--- src/rtl/sar_seq_pkg.sv ---
package sar_seq_pkg;

    typedef enum logic [2:0] {
        ST_IDLE,
        ST_ACQ,
        ST_SETUP,
        ST_CONV,
        ST_DISCH
    } seq_state_e;

    // Acquisition length in conversion enable periods for each select code
    function automatic logic [7:0] acq_periods(input logic [2:0] code);
        logic [7:0] n;
        case (code)
            3'd0:    n = 8'd0;
            3'd1:    n = 8'd2;
            3'd2:    n = 8'd4;
            3'd3:    n = 8'd6;
            3'd4:    n = 8'd8;
            3'd5:    n = 8'd12;
            3'd6:    n = 8'd16;
            default: n = 8'd20;
        endcase
        return n;
    endfunction

endpackage

--- src/rtl/sar_tick_counter.sv ---
module sar_tick_counter #(
    parameter int CNT_W = 5
) (
    input  logic             clk,
    input  logic             rst,
    input  logic             load,
    input  logic [CNT_W-1:0] load_val,
    input  logic             dec,
    output logic [CNT_W-1:0] count
);
    always_ff @(posedge clk) begin
        if (rst)       count <= '0;
        else if (load) count <= load_val;
        else if (dec)  count <= count - 1'b1;
    end
endmodule

--- src/rtl/sar_approx_reg.sv ---
module sar_approx_reg #(
    parameter int RES_W = 10,
    localparam int IDX_W = $clog2(RES_W)
) (
    input  logic             clk,
    input  logic             rst,
    input  logic             start,
    input  logic             step,
    input  logic             cmp_hi,
    output logic [RES_W-1:0] trial,
    output logic [RES_W-1:0] resolved,
    output logic             last_bit
);
    logic [RES_W-1:0] kept_q;
    logic [IDX_W-1:0] idx_q;
    logic [RES_W-1:0] bit_mask;

    assign bit_mask = RES_W'(1) << idx_q;
    assign trial    = kept_q | bit_mask;
    assign resolved = cmp_hi ? trial : kept_q;
    assign last_bit = (idx_q == '0);

    always_ff @(posedge clk) begin
        if (rst) begin
            kept_q <= '0;
            idx_q  <= IDX_W'(RES_W - 1);
        end else if (start) begin
            kept_q <= '0;
            idx_q  <= IDX_W'(RES_W - 1);
        end else if (step) begin
            kept_q <= resolved;
            idx_q  <= idx_q - 1'b1;
        end
    end
endmodule

--- src/rtl/sar_result_reg.sv ---
module sar_result_reg #(
    parameter int RES_W = 10
) (
    input  logic             clk,
    input  logic             rst,
    input  logic             conv_ld,
    input  logic [RES_W-1:0] conv_val,
    input  logic             sw_wr,
    input  logic [RES_W-1:0] sw_val,
    input  logic             flag_clr,
    output logic [RES_W-1:0] value,
    output logic             flag
);
    always_ff @(posedge clk) begin
        if (rst) begin
            value <= '0;
            flag  <= 1'b0;
        end else begin
            if (conv_ld)    value <= conv_val;
            else if (sw_wr) value <= sw_val;
            if (conv_ld)       flag <= 1'b1;
            else if (flag_clr) flag <= 1'b0;
        end
    end
endmodule

--- src/rtl/sar_seq.sv ---
module sar_seq
    import sar_seq_pkg::*;
#(
    parameter int RES_W       = 10,
    parameter int CNT_W       = 5,
    parameter int DISCH_TICKS = 2
) (
    input  logic             clk,
    input  logic             rst,
    input  logic             tick_en,
    input  logic             go_set,
    input  logic             go_clr,
    input  logic [2:0]       acq_code,
    input  logic             cmp_hi,
    input  logic             res_wr,
    input  logic [RES_W-1:0] res_wdata,
    input  logic             irq_clr,
    output logic             go_busy,
    output logic [RES_W-1:0] result,
    output logic             irq_flag,
    output logic [RES_W-1:0] dac_code,
    output logic             sample_on
);
    localparam logic [CNT_W-1:0] DISCH_LEN = CNT_W'(DISCH_TICKS);

    seq_state_e       state_q, state_d;
    logic             go_q, go_d;
    logic             cnt_load, cnt_dec;
    logic [CNT_W-1:0] cnt_val, cnt_q;
    logic             sar_start, sar_step, sar_last;
    logic [RES_W-1:0] sar_trial, sar_resolved;
    logic             res_ld;
    logic [CNT_W-1:0] acq_len;

    assign acq_len = CNT_W'(acq_periods(acq_code));

    always_comb begin
        state_d   = state_q;
        go_d      = go_q;
        cnt_load  = 1'b0;
        cnt_val   = '0;
        cnt_dec   = 1'b0;
        sar_start = 1'b0;
        sar_step  = 1'b0;
        res_ld    = 1'b0;

        if (go_clr)
            go_d = 1'b0;
        else if (go_set && (state_q == ST_IDLE || state_q == ST_DISCH))
            go_d = 1'b1;

        if (tick_en) begin
            unique case (state_q)
                ST_IDLE: begin
                    if (go_q) begin
                        if (acq_len == '0) begin
                            state_d = ST_SETUP;
                        end else begin
                            state_d  = ST_ACQ;
                            cnt_load = 1'b1;
                            cnt_val  = acq_len;
                        end
                    end
                end
                ST_ACQ, ST_SETUP, ST_CONV: begin
                    if (!go_q) begin
                        state_d  = ST_DISCH;
                        cnt_load = 1'b1;
                        cnt_val  = DISCH_LEN;
                    end else if (state_q == ST_ACQ) begin
                        if (cnt_q == CNT_W'(1)) state_d = ST_SETUP;
                        else                    cnt_dec = 1'b1;
                    end else if (state_q == ST_SETUP) begin
                        state_d   = ST_CONV;
                        sar_start = 1'b1;
                    end else begin
                        sar_step = 1'b1;
                        if (sar_last) begin
                            res_ld   = 1'b1;
                            go_d     = 1'b0;
                            state_d  = ST_DISCH;
                            cnt_load = 1'b1;
                            cnt_val  = DISCH_LEN;
                        end
                    end
                end
                ST_DISCH: begin
                    if (cnt_q == CNT_W'(1)) state_d = ST_IDLE;
                    else                    cnt_dec = 1'b1;
                end
                default: state_d = ST_IDLE;
            endcase
        end
    end

    always_ff @(posedge clk) begin
        if (rst) begin
            state_q <= ST_IDLE;
            go_q    <= 1'b0;
        end else begin
            state_q <= state_d;
            go_q    <= go_d;
        end
    end

    sar_tick_counter #(.CNT_W(CNT_W)) u_cnt (
        .clk      (clk),
        .rst      (rst),
        .load     (cnt_load),
        .load_val (cnt_val),
        .dec      (cnt_dec),
        .count    (cnt_q)
    );

    sar_approx_reg #(.RES_W(RES_W)) u_sar (
        .clk      (clk),
        .rst      (rst),
        .start    (sar_start),
        .step     (sar_step),
        .cmp_hi   (cmp_hi),
        .trial    (sar_trial),
        .resolved (sar_resolved),
        .last_bit (sar_last)
    );

    sar_result_reg #(.RES_W(RES_W)) u_res (
        .clk      (clk),
        .rst      (rst),
        .conv_ld  (res_ld),
        .conv_val (sar_resolved),
        .sw_wr    (res_wr),
        .sw_val   (res_wdata),
        .flag_clr (irq_clr),
        .value    (result),
        .flag     (irq_flag)
    );

    assign go_busy   = go_q;
    assign dac_code  = (state_q == ST_CONV) ? sar_trial : '0;
    assign sample_on = !(state_q == ST_SETUP || state_q == ST_CONV);

endmodule

--- config.mk ---
export PLATFORM = sky130hd
export DESIGN_NAME = sar_seq
export DESIGN_NICKNAME = d
export VERILOG_FILES = /design/src/rtl/sar_seq_pkg.sv /design/src/rtl/sar_tick_counter.sv /design/src/rtl/sar_approx_reg.sv /design/src/rtl/sar_result_reg.sv /design/src/rtl/sar_seq.sv
export SDC_FILE = /design/constraint.sdc
export NUM_CORES = 1
export LEC_CHECK = 0
export ABC_AREA = 1
export ABC_CLOCK_PERIOD_IN_PS = 3000
export BUFFER_PORTS_ARGS = -buffer_cell sky130_fd_sc_hd__buf_2
export CAP_MARGIN = 5
export CORE_AREA = 2 2 57 69
export CTS_CLUSTER_SIZE = 30
export DETAILED_ROUTE_END_ITERATION = 8
export DIE_AREA = 0 0 59 71
export GPL_TIMING_DRIVEN = 0
export HOLD_SLACK_MARGIN = 0.12
export PLACE_DENSITY = 0.84
export REMOVE_ABC_BUFFERS = 1
export SKIP_CTS_REPAIR_TIMING = 1
export SYNTH_ARGS = -nofsm -noshare
export SYNTH_HDL_FRONTEND = slang
export SYNTH_SLANG_ARGS = --single-unit
--- constraint.sdc ---
create_clock -name clk -period 3 [get_ports clk]
set_input_delay 0.3 -clock clk [delete_from_list [all_inputs] [get_ports clk]]
set_output_delay 0.3 -clock clk [all_outputs]
set_load 0.01 [all_outputs]
==> metrics.cfg <==
[cells_and_area]
mostFrequentLayoutCells=nand2_1 (70), buf_2 (43), dfxtp_1 (34)
final_layout_size_suffix_gt1_share_pct=22.0
layout.nets=340
fin_area_um2=2230
area_growth_syn_to_layout_pct=19.4
final_common_cell=nand2_1
insertedDiodeCount=0

[global_routing]
grt_antenna_before_repair=0
first_global_vias=1695
grt-ovfl-total=0
grt_pass1_wl_mm=7.20
grt_usage_pct=21.7
grt_max_degree=19

[timing]
finalSetupTns_ns=0
rsz0062_at_grt=false
layout_min_cycle_time_ns=2.04
fmax_mhz=491
period_share_pct=67.8
final_hold_viol_count=0
setup_violations=0
tightest_slew_ns=0.558
relSlewSlack_pct=62.7
fin_worst_skew_ns=0.00755
finalMaxSlewViolations=0

[yosys]
ys.flop_type=dfxtp_1
synth.avg_cell_area_um2=6.98
yosysWarnings=0
synth.distinct_cells=35
ys_seq_elements=34
ys_seq_area_share_pct=36.4
synth_edf_count=0
synthTopCellsByArea=dfxtp_1 (36%), nand2_1 (14%), a21oi_1 (6.2%)
synthArstFlopShare_pct=0
synth_top_area_share_pct=36.4
syn_area_um2=1870
syn_inst=268
synth_top_area_cell=dfxtp_1

[cts]
clk_latency_ns=0.28
path_clk_slew_ns=0.08
numCtsBuffers=5
clk_path_buf_depth=2
clock-sinks=34
cts_root_buffer=clkbuf_8
cts_tree=done
htreeDepth=2

[floorplan]
start_util_pct=52.8
rows=24
fp.dieW_um=59
die_h_um=71
core_area_um2=3540
num_io_pins=44
dieArea_um2=4190

[critical_path]
cpMaxStageDelayCell=nor3_4
max_stage_delay_ns=0.49
path_max_fanout=18
path_cells=inv_2 -> nor2_4 -> nand2_2 -> nor3_4 -> nand3_4 -> inv_2 -> nand2_1 -> nand2_1 -> a31oi_1
path_class=reg -> reg
worstPathRequired_ns=3.17
rrSetupSlack_ns=0.96
critical_path_buf_inv_count=2
arrival_ns=2.20
cp-start-kind=register
critical_path.top_delay_family=simple AND/OR/NAND/NOR gates
endpoint_kind=register

[detailed_routing]
first_pass_iters=4
viasPerCell=5.33
detail_route.wirelength_mm=4.28
wl_per_cell_um=12.2
drtIter0Drc=107
ant_nets=0
drc_errors=0
vias=1877

[pwr]
leakagePower_nw=1.03
vdd_ir_drop_max_uv=309
p_per_area_nw_per_um2=647

[worst_hold_path]
holdCritPathClass=in -> reg

[place]
place_area_um2=2100
routabilityCongestion=0.823
port_buffers=43
place_hpwl_mm=3.10

[status]
outcome=complete, no violations

[run]
maxCapViolCount=0

[routing by layer]
layer,up-vias,share of wire [%],GRT usage [%]
met4,0,0.84,6.82
met1,847,45,28.9
met5,-,0,0
met2,56,49,34.9
li1,970,-,-
met3,4,4.7,4.39
[metrics by stage]
stage | total power, mW | util [%] | instances | worst slack, ns | hold WS [ns]
floorplan | 0.847 | - | 262 | 1.33 | 0.369
global placement | 0.931 | 59.1 | 344 | 0.958 | 0.448
detailed placement | 0.941 | 59.1 | 344 | 0.946 | 0.452
CTS | 1.45 | 63.0 | 352 | 0.938 | 0.176
global route | 1.54 | 63.0 | 352 | 0.774 | 0.186
finish | 1.44 | 63.0 | 352 | 0.965 | 0.182
[power breakdown]
part | total [mW] | internal [mW] | switching (mW)
Clock | 0.508 | 0.333 | 0.175
Combinational | 0.400 | 0.150 | 0.250
Sequential | 0.537 | 0.495 | 0.0418
Total | 1.44 | 0.978 | 0.467
[cell usage after synthesis, types with 3 or more instances]
master,instances
a21oi_1,23
nor2_1,23
a31oi_1,14
nor2_2,3
inv_1,28
nand2_1,70
nor3_1,5
ha_1,7
nand2_2,3
inv_2,4
nand3_1,12
xor2_1,3
o21ai_0,12
dfxtp_1,34
o21ai_1,3
[cell type report]
class                           count  area, µm²
Fill cell                         317       1310
Tap cell                           39       48.8
Inverter                           33        124
Multi-Input combinational cell    195       1030
Timing Repair Buffer               43        215
Clock inverter                      3       68.8
Sequential cell                    34        681
Clock buffer                        5       68.8
[cells by family after synthesis]
kind of cell | after synthesis | share of synthesized area [%]
xor gates and xnor gates | 4 | 1.87
AOI/OAI and AO/OA | 56 | 16.9
and+or+nand+nor | 128 | 31.4
buffers and inverters | 39 | 8.69
DFF | 34 | 36.4
adders and majority gates | 7 | 4.68
[state kept, by name, indices dropped and copies added, names as in the netlist]
register	flops
u_res.value	10
u_cnt.count	5
state_q	3
u_sar.idx_q	4
u_res.flag	1
go_busy	1
u_sar.kept_q	10
[path summary, 6_finish.rpt]
kind / startpoint / endpoint / cells past startpoint
max: state_q[1] / u_res.value[4] / 9
min: go_clr / go_busy / 2
min reg2reg: u_res.flag / u_res.flag / 2
max reg2reg: state_q[1] / u_res.value[4] / 9
(Power assumes the default switching activity.)
